File: src/rtl/btb_pkg.sv
package btb_pkg;
  localparam int CTR_W = 2;
  localparam logic [CTR_W-1:0] CTR_INIT = 2'b10;
  localparam logic [CTR_W-1:0] CTR_MAX  = 2'b11;
  localparam logic [CTR_W-1:0] CTR_MIN  = 2'b00;

  // Saturating direction counter step
  function automatic logic [CTR_W-1:0] ctr_step(input logic [CTR_W-1:0] c,
                                                 input logic taken);
    if (taken)
      return (c == CTR_MAX) ? c : c + 1'b1;
    else
      return (c == CTR_MIN) ? c : c - 1'b1;
  endfunction

  // Direction carried by a counter
  function automatic logic ctr_taken(input logic [CTR_W-1:0] c);
    return c[CTR_W-1];
  endfunction
endpackage

File: src/rtl/btb_match.sv
module btb_match #(
  parameter int ENTRIES = 16,
  parameter int AW = 32,
  localparam int IW = (ENTRIES > 1) ? $clog2(ENTRIES) : 1
) (
  input  logic [AW-1:0]               addr,
  input  logic [ENTRIES-1:0]          valid,
  input  logic [ENTRIES-1:0][AW-1:0]  tags,
  output logic [ENTRIES-1:0]          match,
  output logic                        hit,
  output logic [IW-1:0]               idx
);
  for (genvar g = 0; g < ENTRIES; g++) begin : g_cmp
    assign match[g] = valid[g] && (tags[g] == addr);
  end

  assign hit = |match;

  always_comb begin
    idx = '0;
    for (int i = 0; i < ENTRIES; i++)
      if (match[i]) idx = IW'(i);
  end
endmodule

File: src/rtl/btb_lru.sv
module btb_lru #(
  parameter int ENTRIES = 16,
  localparam int IW = (ENTRIES > 1) ? $clog2(ENTRIES) : 1
) (
  input  logic               clk,
  input  logic               rst,
  input  logic [ENTRIES-1:0] valid,
  input  logic               a_en,
  input  logic [IW-1:0]      a_idx,
  input  logic               b_en,
  input  logic [IW-1:0]      b_idx,
  output logic [IW-1:0]      victim
);
  typedef logic [ENTRIES-1:0][IW-1:0] rank_vec_t;

  rank_vec_t rank_q, rank_mid, rank_d;
  logic [ENTRIES-1:0] oldest;
  logic               any_free;
  logic [IW-1:0]      free_idx, old_idx;

  // Move entry k to rank 0, age everything that was younger than it
  function automatic rank_vec_t promote(input rank_vec_t r, input logic [IW-1:0] k);
    rank_vec_t o;
    for (int j = 0; j < ENTRIES; j++) begin
      if (IW'(j) == k)          o[j] = '0;
      else if (r[j] < r[k])     o[j] = r[j] + 1'b1;
      else                      o[j] = r[j];
    end
    return o;
  endfunction

  always_comb begin
    rank_mid = a_en ? promote(rank_q, a_idx) : rank_q;
    rank_d   = b_en ? promote(rank_mid, b_idx) : rank_mid;
  end

  always_ff @(posedge clk) begin
    if (rst) begin
      for (int i = 0; i < ENTRIES; i++) rank_q[i] <= IW'(i);
    end else begin
      rank_q <= rank_d;
    end
  end

  for (genvar g = 0; g < ENTRIES; g++) begin : g_old
    assign oldest[g] = (rank_q[g] == IW'(ENTRIES - 1));
  end

  always_comb begin
    any_free = 1'b0;
    free_idx = '0;
    old_idx  = '0;
    for (int i = ENTRIES - 1; i >= 0; i--) begin
      if (!valid[i]) begin
        any_free = 1'b1;
        free_idx = IW'(i);
      end
      if (oldest[i]) old_idx = IW'(i);
    end
    victim = any_free ? free_idx : old_idx;
  end

  AST_LRU_ONE_OLDEST: assert property (@(posedge clk) disable iff (rst)
    $countones(oldest) == 1);
  AST_LRU_RESOLVE_FRESH: assert property (@(posedge clk) disable iff (rst)
    b_en |=> rank_q[$past(b_idx)] == '0);
endmodule

File: src/rtl/btb_predictor.sv
module btb_predictor #(
  parameter int ENTRIES = 16,
  parameter int AW = 32,
  parameter int STEP = 4
) (
  input  logic          clk,
  input  logic          rst,
  input  logic [AW-1:0] fetch_pc,
  output logic [AW-1:0] next_pc,
  output logic          pred_taken,
  input  logic          res_valid,
  input  logic [AW-1:0] res_pc,
  input  logic [AW-1:0] res_target,
  input  logic          res_taken,
  input  logic          res_direct,
  input  logic          res_correct,
  output logic          redirect_valid,
  output logic [AW-1:0] redirect_pc
);
  import btb_pkg::*;
  localparam int IW = (ENTRIES > 1) ? $clog2(ENTRIES) : 1;

  logic [ENTRIES-1:0]                valid_q;
  logic [ENTRIES-1:0][AW-1:0]        tag_q;
  logic [ENTRIES-1:0][AW-1:0]        tgt_q;
  logic [ENTRIES-1:0][CTR_W-1:0]     ctr_q;

  // Named internal events
  logic [ENTRIES-1:0] look_match, res_match;
  logic               look_hit, res_hit;
  logic [IW-1:0]      look_idx, res_idx, victim_idx;
  logic               upd_en, alloc_en;

  function automatic logic [AW-1:0] seq_addr(input logic [AW-1:0] a);
    return a + AW'(STEP);
  endfunction

  btb_match #(.ENTRIES(ENTRIES), .AW(AW)) u_look (
    .addr(fetch_pc), .valid(valid_q), .tags(tag_q),
    .match(look_match), .hit(look_hit), .idx(look_idx));

  btb_match #(.ENTRIES(ENTRIES), .AW(AW)) u_res (
    .addr(res_pc), .valid(valid_q), .tags(tag_q),
    .match(res_match), .hit(res_hit), .idx(res_idx));

  assign upd_en   = res_valid && res_direct && res_hit;
  assign alloc_en = res_valid && res_direct && res_taken && !res_hit;

  btb_lru #(.ENTRIES(ENTRIES)) u_lru (
    .clk(clk), .rst(rst), .valid(valid_q),
    .a_en(look_hit), .a_idx(look_idx),
    .b_en(upd_en || alloc_en), .b_idx(alloc_en ? victim_idx : res_idx),
    .victim(victim_idx));

  // Prediction path
  assign pred_taken = look_hit && ctr_taken(ctr_q[look_idx]);
  assign next_pc    = pred_taken ? tgt_q[look_idx] : seq_addr(fetch_pc);

  // Corrective redirect
  assign redirect_valid = res_valid && !res_correct;
  assign redirect_pc    = res_taken ? res_target : seq_addr(res_pc);

  // Table write
  always_ff @(posedge clk) begin
    if (rst) begin
      valid_q <= '0;
    end else begin
      if (upd_en)
        ctr_q[res_idx] <= ctr_step(ctr_q[res_idx], res_taken);
      if (alloc_en) begin
        valid_q[victim_idx] <= 1'b1;
        tag_q[victim_idx]   <= res_pc;
        tgt_q[victim_idx]   <= res_target;
        ctr_q[victim_idx]   <= CTR_INIT;
      end
    end
  end

  AST_UNIQUE_TAG: assert property (@(posedge clk) disable iff (rst)
    $onehot0(look_match));
  AST_ALLOC_WEAK: assert property (@(posedge clk) disable iff (rst)
    alloc_en |=> valid_q[$past(victim_idx)] && ctr_q[$past(victim_idx)] == CTR_INIT);
  AST_CTR_SAT_HI: assert property (@(posedge clk) disable iff (rst)
    upd_en && res_taken && ctr_q[res_idx] == CTR_MAX |=> ctr_q[$past(res_idx)] == CTR_MAX);
  AST_CTR_SAT_LO: assert property (@(posedge clk) disable iff (rst)
    upd_en && !res_taken && ctr_q[res_idx] == CTR_MIN |=> ctr_q[$past(res_idx)] == CTR_MIN);
  AST_LOOP_EXIT_KEEP: assert property (@(posedge clk) disable iff (rst)
    upd_en && !res_taken && ctr_q[res_idx] == CTR_MAX |=> ctr_taken(ctr_q[$past(res_idx)]));
  AST_INDIRECT_NO_ALLOC: assert property (@(posedge clk) disable iff (rst)
    res_valid && !res_direct |=> $stable(valid_q) && $stable(tag_q));
endmodule

File: config.mk
export PLATFORM = sky130hd
export DESIGN_NAME = btb_predictor
export DESIGN_NICKNAME = d
export VERILOG_FILES = /design/src/rtl/btb_pkg.sv /design/src/rtl/btb_match.sv /design/src/rtl/btb_lru.sv /design/src/rtl/btb_predictor.sv
export SDC_FILE = /design/constraint.sdc
export NUM_CORES = 2
export LEC_CHECK = 0
export BUFFER_PORTS_ARGS = -buffer_cell sky130_fd_sc_hd__buf_2
export CAP_MARGIN = 0
export CORE_MARGIN = 2
export CORE_UTILIZATION = 58
export DETAILED_ROUTE_END_ITERATION = 12
export HOLD_SLACK_MARGIN = 0.02
export PLACE_DENSITY = 0.77
export SLEW_MARGIN = 20
export SYNTH_ARGS = -nofsm -noshare
export SYNTH_HDL_FRONTEND = slang
export SYNTH_SLANG_ARGS = --single-unit
File: constraint.sdc
create_clock -name clk -period 9.4 [get_ports clk]
set_clock_uncertainty 0.05 [all_clocks]
set_input_delay 0.47 -clock clk [delete_from_list [all_inputs] [get_ports clk]]
set_output_delay 0.47 -clock clk [all_outputs]
set_load 0.05 [all_outputs]
## Yosys cells after proc, flatten, opt, wreduce, memory -nomap -nowiden

Cells that the tools add are included.

| word-level totals | value |
|---|---|
| flip-flop bits (word level) | 1136 |
| word-level logic and storage cells | 449 |
| input bits | 102 |

| operators by class | value |
|---|---|
| mux-type cells | 177 |
| add/sub/neg operators | 36 |
| reductions and logical operators | 49 |
| bitwise gates (word level) | 5 |
| eq/ne operators | 79 |
| magnitude comparators | 38 |

Operator list:

| cell | count |
|---|---|
| $bwmux 512 | 2 |
| $eq 32x32->1 | 32 |
| $mux 4 | 116 |
| $mux 32 | 7 |
| $add 4x1->4 const B | 32 |
| $bmux 32 s4 | 1 |
| $demux 32 s4 | 1 |
| $lt 4x4->1 | 32 |
| $mux 64 | 2 |
| $add 32x3->32 const B | 2 |
| $eq 4x4->1 const A | 16 |
| $eq 4x4->1 const B | 16 |
| $logic_and 1x1->1 | 40 |
| $bmux 4 s4 | 2 |
| $bwmux 32 | 1 |
| $eq 3x4->1 const A | 8 |
| $or 16x16->16 | 2 |
| $reduce_or 16->1 | 2 |
| $mux 2 | 13 |
| $mux 3 | 8 |
| $lt 4x5->1 const B | 4 |
| $mux 1 | 19 |
| $and 16x16->16 | 1 |
| $bmux 2 s4 | 2 |
| 15 further kinds | 23 |

## Depth between registers and ports, before layout

| logic depth | value |
|---|---|
| depth after elaboration | 29 |
| mapped depth | 40 |

## Hierarchy

A second synthesis with hierarchy kept.

| second synthesis, totals | value |
|---|---|
| cells, all modules | 4765 |
| area total of the unflattened synthesis | 62322.3 µm² |

Modules (own cells, without submodules):

| module | cells an instance | area each (µm²) | instances |
|---|---|---|---|
| btb_predictor | 1838 | 39261.4 | 1 |
| btb_match | 795 | 6551.3 | 2 |
| btb_lru | 1337 | 9958.3 | 1 |

## Worst setup path before layout

Ideal clock, no wire load.

| timing path | value |
|---|---|
| path type | input port to flip-flop |
| from | input port fetch_pc[6] |
| to | register u_lru.rank_q[51] (netlist name) |
| setup slack | -517 ps |
| path buffers | 5 |
| setup time | 122 ps |
| cell stages on the path | 33 |
| data arrival time | 9745 ps |
| cell sequence | buf_2 buf_2 xnor2_1 nor4b_1 nand2_1 or4_1 o21a_1 a211o_1 nand2_1 clkbuf_1 clkbuf_1 clkbuf_1 mux2_2 nor2_1 a21oi_1 o221ai_1 ha_1 a211oi_1 nand4_1 xor2_1 nor2_1 a222oi_1 nand2_1 a221oi_1 o221ai_1 a221oi_1 ha_1 a21oi_1 inv_1 a31oi_1 and3_1 o21ai_0 a221o_1 |

| on the way | value |
|---|---|
| word-level cells in the longest chain between the ends | 29 |
| elaborated cells on any way between the ends | 122 |
| those cells by class | add/sub: 1; order compare: 17; eq/ne: 31; mux: 55; reduce/logical: 18 |

RTL lines:

| item | RTL line | text |
|---|---|---|
| start, declared | btb_predictor.sv:8 | `input logic [AW-1:0] fetch_pc,` |
| $eq 32x32->1 | btb_match.sv:14 | `assign match[g] = valid[g] && (tags[g] == addr);` |
| $logic_and 1x1->1 | btb_match.sv:14 |  |
| $mux 1 | btb_match.sv:22 | `if (match[i]) idx = IW'(i);` |
| $mux 2 (2 in series) | btb_match.sv:22 |  |
| $mux 3 (4 in series) | btb_match.sv:22 |  |
| $mux 4 (8 in series) | btb_match.sv:22 |  |
| $bmux 4 s4 | btb_lru.sv:26 | `else if (r[j] < r[k]) o[j] = r[j] + 1'b1;` |
| $mux 4 (implied by the code) | btb_lru.sv:26 |  |
| [... 2 more ...] | n/a |  |
| $mux 4 | btb_lru.sv:25 | `if (IW'(j) == k) o[j] = '0;` |
| $mux 64 * | btb_lru.sv:33 | `rank_mid = a_en ? promote(rank_q, a_idx) : rank_q;` |
| $bmux 4 s4 | btb_lru.sv:26 |  |
| $mux 4 (implied by the code) | btb_lru.sv:26 |  |
| $lt 4x4->1 | btb_lru.sv:26 |  |
| $mux 4 | btb_lru.sv:26 |  |
| $mux 4 | btb_lru.sv:25 |  |
| $mux 64 * | btb_lru.sv:34 | `rank_d = b_en ? promote(rank_mid, b_idx) : rank_mid;` |
| end signal, assigned | btb_lru.sv:41 | `rank_q <= rank_d;` |
| end, declared | btb_lru.sv:16 | `rank_vec_t rank_q, rank_mid, rank_d;` |

Mark *: on every way between the ends. The rest lies on a longest branch, timed or not. The select of a mux whose other input is x is not followed.
A chain may end at the register's enable or synchronous reset.

## Final worst setup path

| timing path | value |
|---|---|
| from | register tag_q[274] (netlist name) |
| to | register u_lru.rank_q[51] (netlist name) |

| on the way | value |
|---|---|
| word-level cells in the longest chain between the ends | 22 |
| elaborated cells on any way between the ends | 102 |
| those cells by class | add/sub: 1; order compare: 17; eq/ne: 18; mux: 57; reduce/logical: 9 |

RTL lines:

| item | RTL line | text |
|---|---|---|
| start, declared | btb_predictor.sv:24 | `logic [ENTRIES-1:0][AW-1:0] tag_q;` |
| start signal, assigned by index | btb_predictor.sv:72 | `tag_q[victim_idx] <= res_pc;` |
| $eq 32x32->1 | btb_match.sv:14 |  |
| $logic_and 1x1->1 | btb_match.sv:14 |  |
| $mux 4 (8 in series) | btb_match.sv:22 |  |
| $bmux 4 s4 | btb_lru.sv:26 |  |
| $mux 4 (implied by the code) | btb_lru.sv:26 |  |
| $lt 4x4->1 | btb_lru.sv:26 |  |
| $mux 4 | btb_lru.sv:26 |  |
| $mux 4 | btb_lru.sv:25 |  |
| $mux 64 | btb_lru.sv:33 |  |
| $bmux 4 s4 | btb_lru.sv:26 |  |
| $mux 4 (implied by the code) | btb_lru.sv:26 |  |
| $lt 4x4->1 | btb_lru.sv:26 |  |
| $mux 4 | btb_lru.sv:26 |  |
| $mux 4 | btb_lru.sv:25 |  |
| $mux 64 * | btb_lru.sv:34 |  |

Marks and branches as above.

==> metrics.csv <==
metric,value,unit
cts_sinks,1136,
cpMaxStageDelayCell,a221o_4,
worst-r2r-cell-count,34,
reg2reg_from,tag_q[274],
fin_cells,7823,
critical_path.max_fanout,22,
finalSetupViolCount,0,
area_delta_synth_final,12.4,%
coreArea,113000,um2
synth_cell_types,99,
path_buf_inv,3,
grt_pass1_vias,51801,
cpMostUsedCell,a21oi_1,
regToRegSetupSlack,440,ps
maxCapViolations,0,
outcome,finished clean,
synth_area_per_cell,11.1,um2
drc,0,
rows,123,
setup.worst_path.end,u_lru.rank_q[51],
htreeDepth,3,
startpoint,tag_q[274],
start_kind,flop,
hold_violations,0,
hp-class,input port to flop,
grt_setup_unrepaired,false,
leakagePower,25.7,nW
globalRoute.totalOverflow,0,
drt-wirelength-per-cell,34.4,um
cts_root_buf,clkbuf_16,
cts_buffers,119,
syn_inst,5943,
dpl_cell_area,69900,um2
cp-end-kind,flop,
fmax,112,MHz
gp_congestion,1.10,
max_slew_margin,21.1,%
power_density,157,nW/um2
io_buffer_count,167,
ys_seq_area_share,50.5,%
grt_pass1_wl,376000,um
viasPerCell,6.98,
drive_above_1_share,13.2,%
antenna_found_initial,11,
nFillCells,8606,
final_nets,6428,
tightest_slew,1170,ps
grt_max_degree,67,
die_area,116000,um2
setup_tns,0,ps
drtAntennaViolNets,0,
cts.path.max_buffers,3,
crit_family,compound AO/OA/AOI/OAI gates,
synth-main-ff-cell,edfxtp_1,
async_flop_share,0,%
worstPathRequired,10000,ps
min_period_over_period,95.3,%
dp.cells,7586,
tritoncts,built,
final_area,74200,um2
initial_core_util,58.6,%
grt_use_total,45.2,%
r2r_end,u_lru.rank_q[51],
min_period,8960,ps
dr.first_iter.drc_count,8391,
via_count,54581,
cp.arrival,9560,ps
worstSkewPairLatency,780,ps
maxSlewViolCount,0,
die_x,341,um
pin_count,168,
ys_ff_latch,1136,
dr.pass1.iters,8,
syn_nets,6159,
place_hpwl,193000,um
dieHeight,341,um
cpPeakStageDelay,610,ps
worst_ir_drop_vdd,0.174,mV
synth_edf_count,1056,
crit_type,flop to flop,
ys_warn_count,0,
cts.clk_slew.worst_paths,70,ps
cp.depth,34,
finalWirelength,269000,um
syn_area,66000,um2
## area by class of cell
class	instances	area, um2	area share [%]
tap	1500	1880	2.53
antenna	4	10.0	0.0135
inverter	110	413	0.557
sequential	1136	33300	44.9
timing repair buffer	452	3190	4.29
clock buffer	144	3170	4.28
clock inverter	84	1070	1.45
multi-input combinational	4393	31100	42.0
## report_power, final
group          leakage, nW  internal, mW  switching (mW)
logic                 13.5         0.256           0.735
clock network         2.04          2.95            2.17
registers             10.2          5.54          0.0157
## cell usage in the layout (no fill, tap or decap), types with 36 or more instances in the layout
| cell | netlist | routed |
|---|---|---|
| edfxtp_1 | 1056 | 1056 |
| xor2_1 | 747 | 747 |
| nand2_1 | 419 | 417 |
| xnor2_1 | 354 | 354 |
| nor4_1 | 307 | 301 |
| nor2_1 | 295 | 277 |
| buf_4 | 22 | 266 |
| o21ai_0 | 256 | 254 |
| mux2i_1 | 211 | 211 |
| a21oi_1 | 195 | 194 |
| nand4_1 | 179 | 179 |
| nand3_1 | 174 | 174 |
| buf_2 | 111 | 166 |
| clkbuf_16 | 0 | 121 |
| nor3_1 | 114 | 114 |
| ha_1 | 114 | 114 |
| inv_1 | 108 | 106 |
| mux2_2 | 100 | 100 |
| and2_1 | 90 | 90 |
| dfxtp_1 | 80 | 80 |
| a211oi_1 | 78 | 78 |
| nand2b_1 | 68 | 68 |
| or4_1 | 40 | 40 |
| nor2b_1 | 39 | 38 |
| nand4b_1 | 37 | 37 |
| or3_1 | 36 | 36 |
| and3_1 | 36 | 36 |
## worst min path at each step
| stage | from | end | cells past startpoint |
|---|---|---|---|
| final | res_target[29] | tgt_q[509] | 1 |
| after global routing | res_pc[22] | tag_q[246] | 1 |
| after global placement | ctr_q[10] | ctr_q[10] | 2 |
| after CTS | res_target[4] | tgt_q[100] | 1 |
| after detailed placement | ctr_q[0] | ctr_q[0] | 2 |
| after floorplan | valid_q[10] | valid_q[10] | 2 |
## registers in the layout, summed over array words and instances, names as in the netlist
name          count
ctr_q            32
tag_q           512
tgt_q           512
u_lru.rank_q     64
valid_q          16
## metal layers
metal  track usage [%]  wire, um  vias to the layer above
met5                 0        47                        -
met4              28.8     21100                        8
met3              10.8     34300                      976
met2              67.7    115000                     4369
met1              59.2     98300                    26426
li1                  -         -                    22802
## cell usage after synthesis, drive strengths merged, types with 15 or more instances
cell type / instances / share of area, %
edfxtp: 1056 / 48
xor2: 748 / 9.9
nand2: 420 / 2.4
xnor2: 354 / 4.7
nor4: 310 / 3.0
nor2: 295 / 1.7
o21ai: 262 / 2.0
mux2i: 211 / 3.2
a21oi: 195 / 1.5
nand4: 179 / 1.7
nand3: 175 / 1.3
buf: 161 / 1.3
clkbuf: 143 / 0.81
ha: 114 / 2.2
nor3: 114 / 0.86
inv: 110 / 0.63
mux2: 100 / 1.7
and2: 91 / 0.86
a211oi: 80 / 0.93
dfxtp: 80 / 2.4
nand2b: 68 / 0.64
or4: 40 / 0.46
nor2b: 39 / 0.37
nand4b: 37 / 0.49
or3: 37 / 0.36
and3: 36 / 0.34
a211o: 35 / 0.46
o211ai: 35 / 0.40
a31oi: 29 / 0.30
a21o: 28 / 0.32
o21a: 28 / 0.32
nor4b: 25 / 0.33
a221oi: 20 / 0.27
a22oi: 20 / 0.23
and4: 20 / 0.27
or2: 17 / 0.16
nand3b: 15 / 0.17
## repair_timing
item | CTS | global route
setup endpoints to repair | 0 | 42
hold buffers | 5 | 0
setup buffers | 0 | 0
resized for setup | 0 | 2
endpoints found under the hold margin | 49 | 0
## metrics by stage
stage               utilization [%]  power [mW]  hold slack [ps]  setup WS, ps
global route                   65.8        11.9             33.0          6.78
floorplan                         -        6.17              442          12.9
global placement               62.0        6.60              528           371
detailed placement             62.0        6.60              540           193
finish                         65.9        11.7             49.3           443
CTS                            65.8        11.6             20.0           273
## logic make-up (layout without fill, tap and decap cells)
logic type      after synthesis  after routing  synth area share [%]
other cells                   0              4                     0
buf+inv                     414            790                  2.74
xor+xnor                   1102           1102                  14.6
mux                         311            311                  4.91
compound gates              901            901                  8.98
fa+ha+maj                   121            121                  2.27
simple gates               1958           1958                  16.0
flops                      1136           1136                  50.5
Note: power is estimated with default switching activity, not from simulation.
